## config.mk

```make
export PLATFORM = sky130hd
export DESIGN_NAME = mag_cmp_chain
export DESIGN_NICKNAME = d
export VERILOG_FILES = /design/src/rtl/cmp_pkg.sv /design/src/rtl/cmp_bit_rel.sv /design/src/rtl/cmp_slice.sv /design/src/rtl/mag_cmp_chain.sv
export SDC_FILE = /design/constraint.sdc
export NUM_CORES = 1
export LEC_CHECK = 0
export ABC_CLOCK_PERIOD_IN_PS = 1100
export BUFFER_PORTS_ARGS = -buffer_cell sky130_fd_sc_hd__clkbuf_2
export CORE_AREA = 2 2 39 41
export DETAILED_ROUTE_END_ITERATION = 8
export DIE_AREA = 0 0 41 43
export GPL_TIMING_DRIVEN = 0
export PLACE_DENSITY_LB_ADDON = 0.25
export SLEW_MARGIN = 20
export SYNTH_ARGS = -nofsm -noshare
export SYNTH_HDL_FRONTEND = slang
export SYNTH_SLANG_ARGS = --single-unit
export TNS_END_PERCENT = 50
```

## constraint.sdc

```tcl
create_clock -name vclk -period 1.1
set_input_delay 0.11 -clock vclk [all_inputs]
set_output_delay 0.11 -clock vclk [all_outputs]
set_load 0.01 [all_outputs]
```

## src/rtl/cmp_pkg.sv

```systemverilog
package cmp_pkg;

  localparam int unsigned SLICE_W = 4;

  // Cascade / result word carried between slices
  typedef struct packed {
    logic lt;
    logic eq;
    logic gt;
  } casc_t;

  // Cascade word presented to the least significant slice
  localparam casc_t CASC_SEED = '{lt: 1'b0, eq: 1'b1, gt: 1'b0};

endpackage

```

## src/rtl/cmp_bit_rel.sv

```systemverilog
// Relation of a single bit pair, kept as plain boolean terms so that
// unknown inputs stay unknown at the outputs.
module cmp_bit_rel (
  input  logic a_i,
  input  logic b_i,
  output logic above_o,
  output logic below_o,
  output logic same_o
);

  assign above_o = a_i & ~b_i;
  assign below_o = ~a_i & b_i;
  assign same_o  = ~(a_i ^ b_i);

endmodule

```

## src/rtl/cmp_slice.sv

```systemverilog
module cmp_slice
  import cmp_pkg::*;
#(
  parameter int unsigned SLICE_W = cmp_pkg::SLICE_W
) (
  input  logic [SLICE_W-1:0] a_i,
  input  logic [SLICE_W-1:0] b_i,
  input  casc_t              casc_i,
  output casc_t              casc_o
);

  localparam int unsigned NPAIRS = SLICE_W;

  logic [NPAIRS-1:0] above;
  logic [NPAIRS-1:0] below;
  logic [NPAIRS-1:0] same;

  // Running verdict, index k covers bits k-1..0; index 0 is "no bits yet"
  logic [NPAIRS:0] run_above;
  logic [NPAIRS:0] run_below;
  logic [NPAIRS:0] run_same;

  assign run_above[0] = 1'b0;
  assign run_below[0] = 1'b0;
  assign run_same[0]  = 1'b1;

  genvar gi;
  generate
    for (gi = 0; gi < NPAIRS; gi++) begin : g_pair
      cmp_bit_rel u_rel (
        .a_i     (a_i[gi]),
        .b_i     (b_i[gi]),
        .above_o (above[gi]),
        .below_o (below[gi]),
        .same_o  (same[gi])
      );
      // A higher pair that differs overrides whatever the lower pairs said
      assign run_above[gi+1] = above[gi] | (same[gi] & run_above[gi]);
      assign run_below[gi+1] = below[gi] | (same[gi] & run_below[gi]);
      assign run_same[gi+1]  = same[gi] & run_same[gi];
    end
  endgenerate

  logic loc_above;
  logic loc_below;
  logic loc_same;

  assign loc_above = run_above[NPAIRS];
  assign loc_below = run_below[NPAIRS];
  assign loc_same  = run_same[NPAIRS];

  // The greater cascade input plays no part in the result
  logic unused_casc_gt;
  assign unused_casc_gt = casc_i.gt;

  assign casc_o.lt = loc_below | (loc_same & casc_i.lt);
  assign casc_o.eq = loc_same & casc_i.eq;
  assign casc_o.gt = loc_above | (loc_same & ~casc_i.lt & ~casc_i.eq);

endmodule

```

## src/rtl/mag_cmp_chain.sv

```systemverilog
module mag_cmp_chain
  import cmp_pkg::*;
#(
  parameter int unsigned NSLICES = 3
) (
  input  logic [4*NSLICES-1:0] a_i,
  input  logic [4*NSLICES-1:0] b_i,
  output logic                 lt_o,
  output logic                 eq_o,
  output logic                 gt_o
);

  localparam int unsigned SW    = cmp_pkg::SLICE_W;
  localparam int unsigned WIDTH = SW * NSLICES;

  // link[k] feeds slice k; link[NSLICES] is the final verdict
  casc_t link [NSLICES+1];

  assign link[0] = CASC_SEED;

  genvar gs;
  generate
    for (gs = 0; gs < NSLICES; gs++) begin : g_slice
      cmp_slice #(
        .SLICE_W (SW)
      ) u_slice (
        .a_i    (a_i[gs*SW +: SW]),
        .b_i    (b_i[gs*SW +: SW]),
        .casc_i (link[gs]),
        .casc_o (link[gs+1])
      );
    end
  endgenerate

  assign lt_o = link[NSLICES].lt;
  assign eq_o = link[NSLICES].eq;
  assign gt_o = link[NSLICES].gt;

endmodule

```

[Word level (Yosys, flattened, before mapping)]
Cells that the tools add are included.
Word-level totals
  register bits after elaboration: 0
  input bits: 24
  output and inout port bits: 3
  logic and storage cells: 100
Cells by class
  bitwise gates (word level): 100
Operators with widths (number)
  bitwise AND 1 bit: 43
  inverter 1 bit: 30
  OR 1 bit: 15
  XOR 1 bit: 12

[Logic depth before layout (Yosys ltp)]
  depth after elaboration: 14
  gate-level depth with buffers: 6
  mapped depth without buffers: 6

[By module]
Synthesis repeated with hierarchy kept, for this count alone.
Second synthesis, totals
  cell total of the unflattened synthesis: 74
  area, all modules: 604.3 µm²
Modules (own cells, without submodules)
  cmp_bit_rel: times used 12, cells each 4, area each 32.5 µm², seq. area each 0.0 µm²
  cmp_slice: times used 3, cells each 8, area each 68.8 µm², seq. area each 0.0 µm²
  mag_cmp_chain: times used 1, cells each 2, area each 7.5 µm², seq. area each 0.0 µm²

[Worst setup path after synthesis]
OpenSTA, ideal clock, no wires.
  kind: input to output
  start point: input a_i[9]
  end point: output gt_o
  arrival time: 1.097 ns
  required time: 0.990 ns
  setup slack: -0.107 ns
  cell stages on the path: 5
  path buffers: 0
  cell sequence: inv_1 -> ha_1 -> a21o_1 -> a21o_1 -> a221o_1
On the way
  word-level cells in the longest chain between the ends: 9
  elaborated cells between the ends (all ways): 15
  those cells by class: 15 x bitwise
Ends and longest elaborated chain
  start, declared: RTL line mag_cmp_chain.sv:6  | input logic [4*NSLICES-1:0] a_i,
  XOR 1 bit: RTL line cmp_bit_rel.sv:13  | assign same_o = ~(a_i ^ b_i);
  inverter 1 bit: RTL line cmp_bit_rel.sv:13
  bitwise AND 1 bit: RTL line cmp_slice.sv:38  | assign run_above[gi+1] = above[gi] | (same[gi] & run_above[gi]);
  OR 1 bit: RTL line cmp_slice.sv:38
  bitwise AND 1 bit: RTL line cmp_slice.sv:38
  OR 1 bit: RTL line cmp_slice.sv:38
  bitwise AND 1 bit: RTL line cmp_slice.sv:38
  OR 1 bit: RTL line cmp_slice.sv:38
  OR 1 bit (*): RTL line cmp_slice.sv:58  | assign casc_o.gt = loc_above | (loc_same & ~casc_i.lt & ~casc_i.eq);
  end, declared: RTL line mag_cmp_chain.sv:10  | output logic gt_o
Every way passes the cells marked *; elsewhere a longest branch is shown, timed or not.

[Final worst setup path]
  start point: input a_i[2]
  end point: output gt_o
On the way
  word-level cells in the longest chain between the ends: 12
  elaborated cells between the ends (all ways): 18
  those cells by class: 18 x bitwise
Ends and longest elaborated chain
  XOR 1 bit: RTL line cmp_bit_rel.sv:13
  inverter 1 bit: RTL line cmp_bit_rel.sv:13
  bitwise AND 1 bit: RTL line cmp_slice.sv:39  | assign run_below[gi+1] = below[gi] | (same[gi] & run_below[gi]);
  OR 1 bit: RTL line cmp_slice.sv:39
  bitwise AND 1 bit: RTL line cmp_slice.sv:39
  OR 1 bit: RTL line cmp_slice.sv:39
  bitwise AND 1 bit: RTL line cmp_slice.sv:56  | assign casc_o.lt = loc_below | (loc_same & casc_i.lt);
  OR 1 bit: RTL line cmp_slice.sv:56
  inverter 1 bit: RTL line cmp_slice.sv:58
  bitwise AND 1 bit: RTL line cmp_slice.sv:58
  bitwise AND 1 bit (*): RTL line cmp_slice.sv:58
  OR 1 bit (*): RTL line cmp_slice.sv:58
Marks and branches as above.

==> impl_summary.log <==
INFO  metric run_status = finished with violations
INFO  metric failed_checks = negative setup slack
INFO  metric synthesis.area = about 390 µm²
INFO  metric dr_drc_count = 0
INFO  metric layout.cells.non_filler = 98
INFO  metric max_slew_margin = between 90% and 100%
INFO  metric power.clock.fraction = 0%
INFO  metric antenna-diode-count = 0
INFO  metric wire_per_inst = between 8 and 9 µm
INFO  metric antenna_left = 0
INFO  metric placement_rows = 14
INFO  metric synth.mux.area_fraction = 0%
INFO  metric clkbuf_count = 0
INFO  metric via_count_of_the_first_global_routing_pass = between 300 and 400
INFO  metric ys.warnings.count = 0
INFO  metric report.final.hold_viol_count = 0
INFO  metric drv.max_cap_violation_count = 0
INFO  metric cts_hold_repair.buffers = 0
INFO  metric power_frac_comb = 100.0%
INFO  metric synth_cell_types = 14
INFO  metric total_power = roughly 0.3 mW
INFO  metric routabilityCongestion = 0.606
INFO  metric final_period_minus_worst_setup_slack = between 1000 and 1500 ps
INFO  metric fillers = approximately 140
INFO  metric antenna_violations_before_repair = 0
INFO  metric hp-start = a_i[11]
INFO  metric worstMarginPinSlew = about 150 ps
INFO  metric synth_nets = 95
INFO  metric fmax = around 740 MHz
INFO  metric final_layout_size_suffix_gt1_share = approximately 63%
INFO  metric design.die.area = ~1800 µm²
INFO  metric synth.yosys.seq_area_share = 0%
INFO  metric grt_overflow_total = 0
INFO  metric worstSetupStartpointType = primary input
INFO  metric pwrdens = around 380 nW/µm²
INFO  metric start_util = roughly 28%
INFO  metric dpl.hpwl = ~790 µm
INFO  metric flow.area_growth_from_synthesis = 100%
INFO  metric multiInputGateArea = 480 µm²
INFO  metric drt_iter0_markers = 2
INFO  metric synthesis.instances = 55
INFO  metric maximum_number_of_pins_on_one_net_before_global_route_repair = 4
INFO  metric internal_power = about 0.17 mW
INFO  metric setup_ws = -259 ps
INFO  metric n_sequential_cell = 0
INFO  metric design.core.area = roughly 1400 µm²
INFO  metric switching_share = between 40% and 50%
INFO  metric path_max_fanout = 3
INFO  metric crit_type = primary input to primary output
INFO  metric synth-xor-area-share = 0%
INFO  metric crit_path_start = a_i[2]
INFO  metric fin_hold_ws = 661 ps
INFO  metric wire_length_on_met3 = around 65 µm
INFO  metric placement.io_buffers = 27
INFO  metric synthSimpleGateAreaFrac = under 10%
INFO  metric regArea = 0 µm²
INFO  metric period_utilisation_layout = 124%
INFO  metric met1Wirelength = ~320 µm
INFO  metric cp-end-kind = primary output
INFO  metric place_inst = between 90 and 100
INFO  metric synth-compound-area-share = around 24%
INFO  metric holdCritPathClass = primary input to primary output
INFO  metric power.net_switching = between 0.1 and 0.15 mW
INFO  metric global_route.usage.total = under 10%
INFO  metric floorplan.die.height = between 40 and 50 µm
INFO  metric vias_per_cell = 4.59
INFO  metric combinational_family_with_the_most_area_after_synthesis = adder cells
INFO  metric fin_nets = about 120
INFO  metric number_of_pins_exceeding_their_max_slew_limit_in_the_final_report = 0
INFO  metric route.vias.total = 450
INFO  metric chipWidth = between 40 and 50 µm
INFO  metric post_synth_fa_ha_maj_area_fraction = between 50% and 60%
INFO  metric power.leakage = 0.418 nW
INFO  metric power.ir.vdd_worst = about 0.00018 V
INFO  metric met2_wirelength = approximately 460 µm
INFO  metric setup_repair_after_global_routing_missed_its_margin = yes
INFO  metric report.final.setup_viol = 2
INFO  metric detailedRoute.firstPassIterationCount = 2
INFO  metric io-pin-count = 27
INFO  metric cp.required = roughly 990 ps
INFO  metric cp.arrival = approximately 1300 ps
INFO  metric top_layer_used = met3
INFO  metric setup-tns-final = -411 ps
INFO  metric drt-total-wl = 837 µm
INFO  metric grt_first_pass_wirelength = approximately 1300 µm
INFO  metric power.sequential.fraction = 0%
INFO  metric synth.avg_cell_area = 7.17 µm²
## logic make-up after synthesis
logic type	Yosys count
fa+ha+maj	16
compound gates	15
buf+inv	17
simple gates	7
## cell usage in the layout, fill, tap and decap left out, types with 2 or more instances in the layout
master and count:
sky130_fd_sc_hd__inv_1 9, sky130_fd_sc_hd__buf_2 2, sky130_fd_sc_hd__a21o_1 4, sky130_fd_sc_hd__o21ai_1 2
sky130_fd_sc_hd__a21oi_1 2, sky130_fd_sc_hd__clkbuf_8 3, sky130_fd_sc_hd__ha_4 8, sky130_fd_sc_hd__ha_1 8
sky130_fd_sc_hd__inv_2 3, sky130_fd_sc_hd__nand2_4 2, sky130_fd_sc_hd__inv_6 2, sky130_fd_sc_hd__inv_8 2
sky130_fd_sc_hd__buf_6 4, sky130_fd_sc_hd__a21oi_2 3, sky130_fd_sc_hd__clkbuf_2 17
## path summary, 6_finish.rpt
path                  endpoint  slack [ps]  cells past startpoint
worst max-delay path      gt_o        -260                      8
worst min-delay path      gt_o         660                      4
## power groups by stage
stage	sequential [mW]	combinational, mW	clock (mW)
after CTS	0	0.263	0
after detailed placement	0	0.247	0
after floorplan	0	0.147	0
final	0	0.301	0
after global routing	0	0.335	0
after global placement	0	0.241	0
## critical path, cell delays in order
cell,delay [ps]
sky130_fd_sc_hd__buf_8,80
sky130_fd_sc_hd__inv_8,30
sky130_fd_sc_hd__ha_4,260
sky130_fd_sc_hd__a41oi_2,110
sky130_fd_sc_hd__o21ai_1,110
sky130_fd_sc_hd__a21oi_2,70
sky130_fd_sc_hd__a221o_1,340
sky130_fd_sc_hd__buf_2,140
## stage by stage
step	utilization (%)	cell area, µm²	setup WS (ps)
final	57.0	788	-259
after global routing	57.0	788	-305
after global placement	49.6	687	-296
after floorplan	-	532	-7.83
after detailed placement	49.6	687	-308
after CTS	52.5	727	-261
## layer usage
metal  GRT usage, %  vias up
li1               -      242
met5              0        -
met4              0        0
met1           13.0      194
met3              0        0
met2           17.8       14
## synthesized netlist by cell type
cell type / number / share of area (%)
sky130_fd_sc_hd__ha_1: 16 / 51
sky130_fd_sc_hd__o21ai_0: 3 / 3.8
sky130_fd_sc_hd__a21o_1: 4 / 7.6
sky130_fd_sc_hd__nand2_1: 2 / 1.9
sky130_fd_sc_hd__a41oi_1: 1 / 2.2
sky130_fd_sc_hd__a21oi_1: 5 / 6.3
sky130_fd_sc_hd__nor2_2: 1 / 1.6
sky130_fd_sc_hd__inv_1: 17 / 16
sky130_fd_sc_hd__a31oi_1: 1 / 1.6
sky130_fd_sc_hd__a221o_1: 1 / 2.5
sky130_fd_sc_hd__nand4_1: 1 / 1.6
sky130_fd_sc_hd__nand3_1: 1 / 1.3
sky130_fd_sc_hd__and3_1: 1 / 1.6
sky130_fd_sc_hd__nor2_1: 1 / 0.95
## final cells by class
| cell class | count | area share (%) |
|---|---|---|
| Multi-Input combinational cell | 38 | 61.0 |
| Timing Repair Buffer | 27 | 24.9 |
| Inverter | 17 | 11.6 |
| Tap cell | 16 | 2.54 |
## what timing repair did
item,4_1_cts,5_1_grt
gates resized for setup,6,14
setup endpoints to repair,3,3
cloned,0,0
setup buffers,0,0
pin swaps,1,13
Note: power is estimated with default switching activity, not from simulation.
